File: config.mk
export PLATFORM = sky130hd
export DESIGN_NAME = sdram_burst_wr_seq
export DESIGN_NICKNAME = d
export VERILOG_FILES = /design/src/rtl/sbw_pkg.sv /design/src/rtl/sbw_lane_plan.sv /design/src/rtl/sbw_wait_timer.sv /design/src/rtl/sbw_bank_flags.sv /design/src/rtl/sdram_burst_wr_seq.sv
export SDC_FILE = /design/constraint.sdc
export NUM_CORES = 1
export LEC_CHECK = 0
export ABC_AREA = 1
export ABC_CLOCK_PERIOD_IN_PS = 6250
export BUFFER_PORTS_ARGS = -buffer_cell sky130_fd_sc_hd__clkbuf_2
export CAP_MARGIN = 20
export CORE_MARGIN = 3
export CORE_UTILIZATION = 43
export CTS_BUF_LIST = sky130_fd_sc_hd__clkbuf_8 sky130_fd_sc_hd__clkbuf_16
export DETAILED_ROUTE_END_ITERATION = 16
export PLACE_DENSITY = 0.74
export REMOVE_ABC_BUFFERS = 1
export SYNTH_ARGS = -nofsm -noshare
export SYNTH_HDL_FRONTEND = slang
export SYNTH_HIERARCHICAL = 1
export SYNTH_SLANG_ARGS = --single-unit
File: constraint.sdc
create_clock -name clk -period 6.25 [get_ports clk]
set_clock_uncertainty 0.05 [all_clocks]
set_input_delay 0.9375 -clock clk [delete_from_list [all_inputs] [get_ports clk]]
set_output_delay 0.9375 -clock clk [all_outputs]
set_load 0.03 [all_outputs]
File: src/rtl/sbw_pkg.sv
package sbw_pkg;

  typedef enum logic [2:0] {
    ST_IDLE,
    ST_ACT,
    ST_WR,
    ST_REC,
    ST_PRE
  } sbw_state_e;

  typedef struct packed {
    logic cs_n;
    logic ras_n;
    logic cas_n;
    logic we_n;
  } sbw_pins_t;

  localparam sbw_pins_t PINS_DESEL = 4'b1111;
  localparam sbw_pins_t PINS_NOP   = 4'b0111;
  localparam sbw_pins_t PINS_ACT   = 4'b0011;
  localparam sbw_pins_t PINS_WRITE = 4'b0100;

  // number of single-beat writes for a transfer of 2**sz bytes
  function automatic int unsigned beats_of(input logic [2:0] sz,
                                           input int unsigned bus_log2);
    int unsigned s;
    s = {29'd0, sz};
    if (s <= bus_log2) return 32'd1;
    return 32'd1 << (s - bus_log2);
  endfunction

  // is byte lane 'lane' written by a transfer of 2**sz bytes at offset 'off'
  function automatic logic lane_enabled(input logic [2:0] sz,
                                        input int unsigned off,
                                        input int unsigned lane,
                                        input int unsigned bus_log2);
    int unsigned s;
    s = {29'd0, sz};
    if (s >= bus_log2) return 1'b1;
    return (lane >= off) && (lane < off + (32'd1 << s));
  endfunction

endpackage

File: src/rtl/sbw_lane_plan.sv
module sbw_lane_plan #(
  parameter int unsigned BB      = 4,
  parameter int unsigned BB_LOG2 = 2,
  parameter int unsigned BEAT_W  = 3
) (
  input  logic [2:0]         size,
  input  logic [BB_LOG2-1:0] offset,
  output logic [BB-1:0]      dqm,
  output logic [BEAT_W-1:0]  beats
);

  assign beats = BEAT_W'(sbw_pkg::beats_of(size, BB_LOG2));

  for (genvar g = 0; g < BB; g++) begin : g_lane
    assign dqm[g] = !sbw_pkg::lane_enabled(size, 32'(offset), g, BB_LOG2);
  end

endmodule

File: src/rtl/sbw_wait_timer.sv
module sbw_wait_timer #(
  parameter int unsigned CNT_W = 2
) (
  input  logic             clk,
  input  logic             rst_n,
  input  logic             load,
  input  logic [CNT_W-1:0] load_val,
  output logic             active,
  output logic             last
);

  logic [CNT_W-1:0] cnt;

  always_ff @(posedge clk) begin
    if (!rst_n) begin
      active <= 1'b0;
      cnt    <= '0;
    end else if (load) begin
      active <= 1'b1;
      cnt    <= load_val;
    end else if (active) begin
      if (cnt == '0) active <= 1'b0;
      else           cnt    <= cnt - 1'b1;
    end
  end

  assign last = active && (cnt == '0);

  // a wait is only started once the previous one has ended
  assert_load_when_idle_R7: assert property (@(posedge clk) disable iff (!rst_n)
    load |-> !active);

endmodule

File: src/rtl/sbw_bank_flags.sv
module sbw_bank_flags #(
  parameter int unsigned BANKS  = 4,
  parameter int unsigned BANK_W = 2
) (
  input  logic              clk,
  input  logic              rst_n,
  input  logic              hold,
  input  logic [BANK_W-1:0] bank,
  output logic [BANKS-1:0]  busy
);

  for (genvar b = 0; b < BANKS; b++) begin : g_bank
    assign busy[b] = hold && (bank == BANK_W'(b));
  end

  // only the accessed bank is ever blocked
  assert_busy_onehot_R10: assert property (@(posedge clk) disable iff (!rst_n)
    $onehot0(busy));

endmodule

File: src/rtl/sdram_burst_wr_seq.sv
module sdram_burst_wr_seq #(
  parameter int unsigned DATA_W        = 32,
  parameter int unsigned BANKS         = 4,
  parameter int unsigned ROW_W         = 13,
  parameter int unsigned COL_W         = 10,
  parameter int unsigned ADDR_W        = 13,
  parameter int unsigned SIZE_LOG2_MAX = 4
) (
  input  logic                       clk,
  input  logic                       rst_n,
  input  logic                       req_valid,
  output logic                       req_ready,
  input  logic [$clog2(BANKS)-1:0]   req_bank,
  input  logic [ROW_W-1:0]           req_row,
  input  logic [COL_W-1:0]           req_col,
  input  logic [2:0]                 req_size,
  input  logic [1:0]                 cfg_trwl,
  input  logic [1:0]                 cfg_trp,
  input  logic [DATA_W-1:0]          wr_data,
  output logic                       data_take,
  output logic                       sd_cs_n,
  output logic                       sd_ras_n,
  output logic                       sd_cas_n,
  output logic                       sd_we_n,
  output logic [$clog2(BANKS)-1:0]   sd_ba,
  output logic [ADDR_W-1:0]          sd_addr,
  output logic [DATA_W-1:0]          sd_dq,
  output logic [DATA_W/8-1:0]        sd_dqm,
  output logic [BANKS-1:0]           bank_busy
);
  import sbw_pkg::*;

  localparam int unsigned BB        = DATA_W / 8;
  localparam int unsigned BB_LOG2   = $clog2(BB);
  localparam int unsigned BANK_W    = $clog2(BANKS);
  localparam int unsigned MAX_BEATS = (SIZE_LOG2_MAX > BB_LOG2) ? (1 << (SIZE_LOG2_MAX - BB_LOG2)) : 1;
  localparam int unsigned BEAT_W    = $clog2(MAX_BEATS + 1);
  localparam int unsigned AP_BIT    = 10;

  sbw_state_e          state;
  logic [BANK_W-1:0]   bank_q;
  logic [ROW_W-1:0]    row_q;
  logic [COL_W-1:0]    col_q;
  logic [BEAT_W-1:0]   beats_q, beat_q;
  logic [BB-1:0]       dqm_q;
  logic [1:0]          trwl_q, trp_q;

  logic [BB-1:0]       dqm_n;
  logic [BEAT_W-1:0]   beats_n;

  // named events
  logic accept, act_fire, wr_fire, last_beat, rec_last, pre_last, rec_active, pre_active;
  sbw_pins_t pins;

  assign accept    = (state == ST_IDLE) && req_valid;
  assign act_fire  = (state == ST_ACT);
  assign wr_fire   = (state == ST_WR);
  assign last_beat = wr_fire && (beat_q == beats_q - 1'b1);

  sbw_lane_plan #(.BB(BB), .BB_LOG2(BB_LOG2), .BEAT_W(BEAT_W)) u_plan (
    .size   (req_size),
    .offset (req_col[BB_LOG2-1:0]),
    .dqm    (dqm_n),
    .beats  (beats_n)
  );

  sbw_wait_timer #(.CNT_W(2)) u_rec (
    .clk(clk), .rst_n(rst_n), .load(last_beat), .load_val(trwl_q),
    .active(rec_active), .last(rec_last)
  );

  sbw_wait_timer #(.CNT_W(2)) u_pre (
    .clk(clk), .rst_n(rst_n), .load(rec_last), .load_val(trp_q),
    .active(pre_active), .last(pre_last)
  );

  sbw_bank_flags #(.BANKS(BANKS), .BANK_W(BANK_W)) u_flags (
    .clk(clk), .rst_n(rst_n), .hold(state != ST_IDLE), .bank(bank_q), .busy(bank_busy)
  );

  always_ff @(posedge clk) begin
    if (!rst_n) begin
      state   <= ST_IDLE;
      bank_q  <= '0;
      row_q   <= '0;
      col_q   <= '0;
      beats_q <= '0;
      beat_q  <= '0;
      dqm_q   <= '1;
      trwl_q  <= '0;
      trp_q   <= '0;
    end else begin
      case (state)
        ST_IDLE: if (accept) begin
          bank_q  <= req_bank;
          row_q   <= req_row;
          col_q   <= {req_col[COL_W-1:BB_LOG2], {BB_LOG2{1'b0}}};
          beats_q <= beats_n;
          dqm_q   <= dqm_n;
          trwl_q  <= cfg_trwl;
          trp_q   <= cfg_trp;
          beat_q  <= '0;
          state   <= ST_ACT;
        end
        ST_ACT: state <= ST_WR;
        ST_WR: begin
          col_q  <= col_q + COL_W'(BB);
          beat_q <= beat_q + 1'b1;
          if (last_beat) state <= ST_REC;
        end
        ST_REC: if (rec_last) state <= ST_PRE;
        ST_PRE: if (pre_last) state <= ST_IDLE;
        default: state <= ST_IDLE;
      endcase
    end
  end

  always_comb begin
    pins    = PINS_DESEL;
    sd_addr = '0;
    case (state)
      ST_ACT: begin
        pins    = PINS_ACT;
        sd_addr = ADDR_W'(row_q);
      end
      ST_WR: begin
        pins                 = PINS_WRITE;
        sd_addr[COL_W-1:0]   = col_q;
        sd_addr[AP_BIT]      = last_beat;
      end
      ST_REC, ST_PRE: pins = PINS_NOP;
      default: pins = PINS_DESEL;
    endcase
  end

  assign {sd_cs_n, sd_ras_n, sd_cas_n, sd_we_n} = pins;
  assign sd_ba     = (state != ST_IDLE) ? bank_q : '0;
  assign sd_dq     = wr_fire ? wr_data : '0;
  assign sd_dqm    = wr_fire ? dqm_q : '1;
  assign data_take = wr_fire;
  assign req_ready = (state == ST_IDLE);

  // ---------------- assertions ----------------
  assert_act_follows_accept_R1: assert property (@(posedge clk) disable iff (!rst_n)
    (req_valid && req_ready) |=> (!sd_cs_n && !sd_ras_n && sd_cas_n && sd_we_n &&
      sd_ba == $past(req_bank) && sd_addr == ADDR_W'($past(req_row))));

  assert_write_after_act_R2: assert property (@(posedge clk) disable iff (!rst_n)
    act_fire |=> data_take);

  assert_ap_closes_burst_R3: assert property (@(posedge clk) disable iff (!rst_n)
    (data_take && sd_addr[AP_BIT]) |=> !data_take);

  assert_plain_write_continues_R3: assert property (@(posedge clk) disable iff (!rst_n)
    (data_take && !sd_addr[AP_BIT]) |=> data_take);

  assert_col_step_R4: assert property (@(posedge clk) disable iff (!rst_n)
    (data_take && $past(data_take)) |->
      sd_addr[COL_W-1:0] == $past(sd_addr[COL_W-1:0]) + COL_W'(BB));

  assert_mask_has_lane_R6: assert property (@(posedge clk) disable iff (!rst_n)
    data_take |-> !(&sd_dqm));

  assert_prech_after_recovery_R8: assert property (@(posedge clk) disable iff (!rst_n)
    $rose(pre_active) |-> $past(rec_active));

  assert_idle_not_busy_R9: assert property (@(posedge clk) disable iff (!rst_n)
    req_ready |-> (bank_busy == '0));

  assert_busy_while_active_R10: assert property (@(posedge clk) disable iff (!rst_n)
    !req_ready |-> ($countones(bank_busy) == 1));

endmodule

==> results by group, run 1 <==
Run status
  • Status: completed

Clock tree
  • CTS root buf: clkbuf_8
  • CTS tree: done
  • Hold_buf cts: 0
  • Sinks on the clock net: 46
  • Worst-skew pair later-pin latency: 0.29 ns
  • CTS max path bufs: 2
  • Clock-pin slew on the worst setup and hold paths: 0.08 ns
  • H-tree depth: 2
  • Total setup buffers inserted after CTS: 0
  • TritonCTS Buffers: 5
  • PostCTS Resize Cnt: 0

Synthesis
  • Count leader, synth: inv_1
  • Synth Area in XOR/XNOR: 1.22%
  • Post-synthesis compound-gate area fraction: 14.2%
  • Syn_area_per_cell: 6.34 um2
  • Yosys top cell area share: 32.0%
  • Synth area leaders: dfxtp_1 (32%), inv_1 (12%), nor2_1 (10%)
  • Synthesized area: 0.00287 mm2
  • Cells after synthesis: 453
  • Largest family of logic cells by synthesized area: simple AND/OR/NAND/NOR gates
  • FF+latch count, synth: 46
  • Async SR Flop Fraction: 0%
  • Mux contribution to synthesized area: 0%
  • Primary FF master, synth: dfxtp_1
  • Largest area contributor in the netlist: dfxtp_1
  • Yosys warning total: 6
  • Post-Synth Simple-Gate Area: 31.0%
  • Synth cell types: 34
  • Number of flops mapped to enable cells by yosys: 0
  • Post-Synth Adder-Cell Area: 4.18%
  • Sequential area share after synthesis: 32.0%
  • Top cells by count, synth: inv_1 (93), nor2_1 (77), nand2_1 (74)

Global routing
  • Largest net degree at the start of global routing: 55
  • Grt met2 use: 35.8%
  • Grt ovf: 0
  • First-pass GRT wire length: 11,800 um
  • Antenna violations before repair: 0
  • Gr busiest metal: met2
  • M3 GR Usage: 3.86%
  • Vias in the first global route: 2,732
  • GRT Total Usage: 19.0%
  • GR Util met1: 21.7%

Drt
  • Initial DRT Pass Iterations: 4
  • Vias/cell: 4.70
  • Starting DRT DRC Count: 130
  • Drt wl/cell: 11.6 um
  • ANT nets after route: 0
  • Post-Route WL: 7480 um
  • Drt drc: 0
  • Via count of the routed design: 3,033

Critical path
  • Crit path max fanout: 54
  • Worst setup SP type: flip-flop
  • FF-to-FF End: col_q[9]
  • Worst path required time: 5.26 ns
  • RR Startpoint: state[2]
  • Worst R2R Setup Slack: 4.25 ns
  • Worst r2r path cells: 7
  • Worst Path Arrival: 2.01 ns
  • Crit. End Element: primary output
  • Type of the worst setup path: flip-flop to primary output

Floorplan
  • Chip width: 87.8 um
  • Ports: 128
  • Num rows: 29
  • Die Y-Extent: 87.8 um
  • Starting Density: 44.7%
  • Core footprint: 0.00642 mm2
  • Die area: 0.00770 mm2

Timing
  • Setup TNS: 0 ns
  • Worst slew pin tran: 0.806 ns
  • Worst setup margin: 3.25 ns
  • Worst slew margin: 46.3%
  • Final Slew Violations: 0
  • Unrepaired setup endpoints after global routing: no
  • Count of final setup violators: 0
  • Final period utilization: 48.0%
  • Fmax: 334 MHz
  • Fin. Hold Viols: 0
  • Fin crit period: 3.00 ns

Hold path
  • Min-delay worst type: flip-flop to flip-flop
  • Min-delay src: row_q[3]
  • Hold depth: 2
  • WHS Endpoint: row_q[3]

Cells and area
  • Cell area after layout: 0.00357 mm2
  • Layout Nets: 644
  • Synth-to-layout area growth: 24.1%
  • Fin util: 55.5%
  • Final std cells w/o fill: 645
  • Ratio of cells with drive above 1 in the final layout: 28.5%
  • Number of diodes: 0

Run
  • Number of max-cap violations: 0

Place
  • Post-DP HPWL: 5680 um
  • IO buf count: 127
  • Pre-CTS setup slack: 3.48 ns
  • Gpl congestion: 0.830
  • Placed cell area: 0.00349 mm2
  • Inst Count DP: 638

Power and ir drop
  • Cell Pwr Density: 379 mW/mm2
  • VDD IR max: 0.000150 V
  • Leakage: 1.97 nW
[cell usage in the layout (no fill, tap or decap), drive strengths merged]
cell type and instances:
a211oi 2, nor3 9, o211ai 1, o21ai 36
or2 6, xor2 3, xnor2 1, nor2 83
clkinvlp 1, o21a 1, o221ai 1, clkbuf 132
dfxtp 46, nand2 78, o22ai 5, ha 8
inv 101, nand3 24, fa 1, a21oi 29
[cell families (layout without fill, tap and decap cells)]
family / after synthesis / in the layout
adder cells (fa/ha/maj): 9 / 9
AND/OR/NAND/NOR: 200 / 200
AO/OA/AOI/OAI: 75 / 75
buffers and inverters: 119 / 234
flip-flops: 46 / 46
XOR/XNOR: 4 / 4
[sequential cells by signal, summed over array words and instances (netlist names)]
register and cells:
row_q 13, col_q 8, dqm_q 4, beat_q 3
beats_q 3, state 3, bank_q 2, trp_q 2
trwl_q 2, u_pre/cnt 2, u_rec/cnt 2, u_pre/active 1
u_rec/active 1
[critical path, cell delays in order (launching register included)]
cell	delay (ns)
dfxtp_1	0.36
nor2_4	0.19
nand2_4	0.33
inv_2	0.38
nand2_1	0.12
o21ai_0	0.09
clkbuf_2	0.24
[layer usage]
layer  part of all wire (%)  vias to the layer above
met4                   0.74                        0
met1                     42                     1323
met3                    7.4                        5
li1                       -                     1603
met2                     49                      102
met5                      0                        -
[metrics by stage]
step,hold WS (ns),power [mW]
6_report,0.404,1.35
5_1_grt,0.419,1.47
4_1_cts,0.407,1.36
3_5_place_dp,0.385,1.19
3_3_place_gp,0.384,1.17
2_1_floorplan,0.371,0.975
[power breakdown]
| group | internal (mW) | switching (mW) | total [mW] |
|---|---|---|---|
| Clock | 0.0752 | 0.0945 | 0.170 |
| Combinational | 0.213 | 0.550 | 0.763 |
| Sequential | 0.370 | 0.0488 | 0.419 |
| Total | 0.658 | 0.693 | 1.35 |
[final cells by class]
class | instances | area [um2]
Fill cell | 644 | 2860
Inverter | 100 | 378
Tap cell | 77 | 96.3
Sequential cell | 46 | 921
Clock buffer | 5 | 68.8
Multi-Input combinational cell | 288 | 1460
Timing Repair Buffer | 127 | 636
Clock inverter | 2 | 11.3
[worst max-delay path by stage]
stage	start	endpoint	slack (ns)
4_1_cts	state[0]	sd_addr[8]	3.22
2_1_floorplan	state[1]	sd_addr[3]	3.44
3_3_place_gp	req_size[1]	dqm_q[2]	3.53
3_5_place_dp	req_size[1]	dqm_q[2]	3.48
5_1_grt	state[0]	sd_addr[8]	3.06
6_report	state[0]	sd_addr[8]	3.25
Note: power is estimated with default switching activity, not from simulation.
==> inputs of run 2 (changes only) <==
ABC_CLOCK_PERIOD_IN_PS = 2700   (was 6250)
PLACE_DENSITY = 0.77   (was 0.74)
clock period = 2.7 ns   (was 6.25 ns; I/O delays follow)
==> run 2 against run 1 <==
Clock power is 130% higher. Global-route usage is 0.41 points lower. Combinational power is 130% higher. Highest routed layer unchanged. Final cell count is 0.31% higher. Register-to-register slack worse by 3.4 ns. Power is 130% higher. Sequential power is 130% higher. Non-clock buffer count is 2 higher.
==> results by group, run 2 (synthesized netlist as in run 1, its figures left out) <==
Global routing
  • Gr busiest metal: met2
  • Grt met2 use: 36.0% (+0.21 points)
  • Antenna violations before repair: 0 (unchanged)
  • Largest net degree at the start of global routing: 48 (-13%)
  • GRT Total Usage: 18.6% (-0.41 points)
  • Grt ovf: 0 (unchanged)
  • M3 GR Usage: 3.39% (-0.47 points)
  • First-pass GRT wire length: 11,400 um (-2.8%)
  • Vias in the first global route: 2,647 (-3.1%)
  • GR Util met1: 20.7% (-1.0 points)

Timing
  • Setup TNS: 0 ns (unchanged)
  • Fin. Hold Viols: 0 (unchanged)
  • Fin crit period: 2.38 ns
  • Worst slew margin: 52.6% (+6.3 points)
  • Fmax: 420 MHz
  • Unrepaired setup endpoints after global routing: no
  • Final period utilization: 88.3%
  • Count of final setup violators: 0 (unchanged)
  • Worst slew pin tran: 0.711 ns (-0.0949 ns)
  • Final Slew Violations: 0 (unchanged)

Critical path
  • Setup crit start: state[1]
  • RR Startpoint: state[2]
  • Worst R2R Setup Slack: 0.88 ns (-3.37 ns)
  • Type of the worst setup path: flip-flop to primary output
  • FF-to-FF End: col_q[9]
  • Worst r2r path cells: 7 (unchanged)
  • Worst Path Arrival: 1.93 ns (-0.08 ns)
  • Worst setup SP type: flip-flop
  • Crit path max fanout: 15 (-72%)
  • Crit. End Element: primary output
  • Worst path required time: 2.25 ns (-3.01 ns)

Clock tree
  • TritonCTS Buffers: 5 (unchanged)
  • Total setup buffers inserted after CTS: 0 (unchanged)
  • H-tree depth: 2 (unchanged)
  • Worst-skew pair later-pin latency: 0.29 ns (about the same)
  • Sinks on the clock net: 46 (unchanged)
  • CTS tree: done
  • Clock-pin slew on the worst setup and hold paths: 0.08 ns (about the same)
  • Hold_buf cts: 0 (unchanged)
  • PostCTS Resize Cnt: 0 (unchanged)
  • CTS root buf: clkbuf_8
  • CTS max path bufs: 2 (unchanged)

Hold path
  • Min-delay worst type: input port to flip-flop
  • Min-delay src: cfg_trp[1]
  • WHS Endpoint: trp_q[1]
  • Hold depth: 3 (+1)

Cells and area
  • Layout Nets: 646 (+0.31%)
  • Number of diodes: 0 (unchanged)
  • Top Registers: row_q (13), col_q (8), dqm_q (4)
  • Commonest non-fill, non-tap cell in the layout: clkbuf_2
  • # fillers: 647 (+0.47%)
  • Fin util: 55.8% (+0.23 points)
  • Area of the multi-input gates: 0.00146 mm2 (unchanged)
  • Synth-to-layout area growth: 24.6%
  • Largest Register: row_q
  • Max reg flops: 13 (unchanged)
  • Most frequent cells in the layout: clkbuf_2 (127), inv_1 (94), nor2_1 (77), nand2_1 (74), dfxtp_1 (46)
  • Sequential cell area: 921 um2 (unchanged)
  • Ratio of cells with drive above 1 in the final layout: 28.8% (+0.25 points)

Drt
  • Starting DRT DRC Count: 100 (-23%)
  • Initial DRT Pass Iterations: 4 (unchanged)
  • Vias/cell: 4.66 (-0.80%)
  • Drt drc: 0 (unchanged)
  • Drt wl/cell: 11.5 um (-0.74%)
  • Via count of the routed design: 3,018 (-0.49%)
  • Post-Route WL: 7450 um (-0.43%)
  • ANT nets after route: 0 (unchanged)

Floorplan
  • Starting Density: 44.7% (unchanged)
  • Die Y-Extent: 87.8 um (unchanged)
  • Die area: 0.00770 mm2 (unchanged)
  • Num rows: 29 (unchanged)
  • Chip width: 87.8 um (unchanged)
  • Ports: 128 (unchanged)
  • Core footprint: 0.00642 mm2 (unchanged)

Power and ir drop
  • VDD IR max: 0.000398 V (+170%)
  • Cell Pwr Density: 874 mW/mm2 (+130%)
  • Leakage: 1.98 nW (+0.46%)

Place
  • Post-DP HPWL: 5870 um (+3.4%)
  • Gpl congestion: 0.846 (+2.0%)
  • IO buf count: 127 (unchanged)

Run
  • Number of max-cap violations: 0 (unchanged)

Run status
  • Status: completed
## run 2: cell count changes in the layout (fill, tap and decap cells not counted)
cell and delta:
buf_4 +2
## run 2: cell type report
type	instances	share of cell area [%]
timing repair buffer	129	18.2
clock buffer	5	1.92
sequential	46	25.7
clock inverter	2	0.314
multi-input combinational	288	40.7
inverter	100	10.5
tap	77	2.69
## run 2: metrics by stage
stage	hold slack, ns	instances	area (um2)	setup WS, ns	total power [mW]
floorplan	0.371	434	2760	0.421	2.26
global placement	0.384	640	3500	0.543	2.72
detailed placement	0.393	640	3500	0.453	2.76
CTS	0.271	647	3580	0.304	3.17
global route	0.279	647	3580	0.167	3.40
finish	0.279	647	3580	0.317	3.13
## run 2: metal layers
metal	share of wire [%]	up-vias	routed length (um)
li1	-	1613	-
met1	43	1306	3190
met2	50	97	3710
met3	6.8	2	509
met4	0.54	0	40
met5	0	-	0
## run 2: worst max path at each step
stage	endpoint	slack [ns]	cells after the start
5_1_grt	sd_addr[10]	0.17	4
3_3_place_gp	dqm_q[2]	0.54	10
4_1_cts	sd_addr[3]	0.30	4
3_5_place_dp	dqm_q[2]	0.45	10
6_report	sd_addr[3]	0.32	4
2_1_floorplan	sd_addr[3]	0.42	3
## run 2: critical path: stages, from the launching register on
cell	delay, ns
dfxtp_1	0.35
inv_1	0.14
nand3_1	0.48
o21ai_0	0.40
clkbuf_2	0.26
## run 2: where the power goes
part	internal (mW)	total, mW	switching (mW)	leakage [nW]
clock	0.174	0.399	0.225	0.0414
combinational	0.499	1.76	1.26	1.56
sequential	0.857	0.971	0.114	0.379
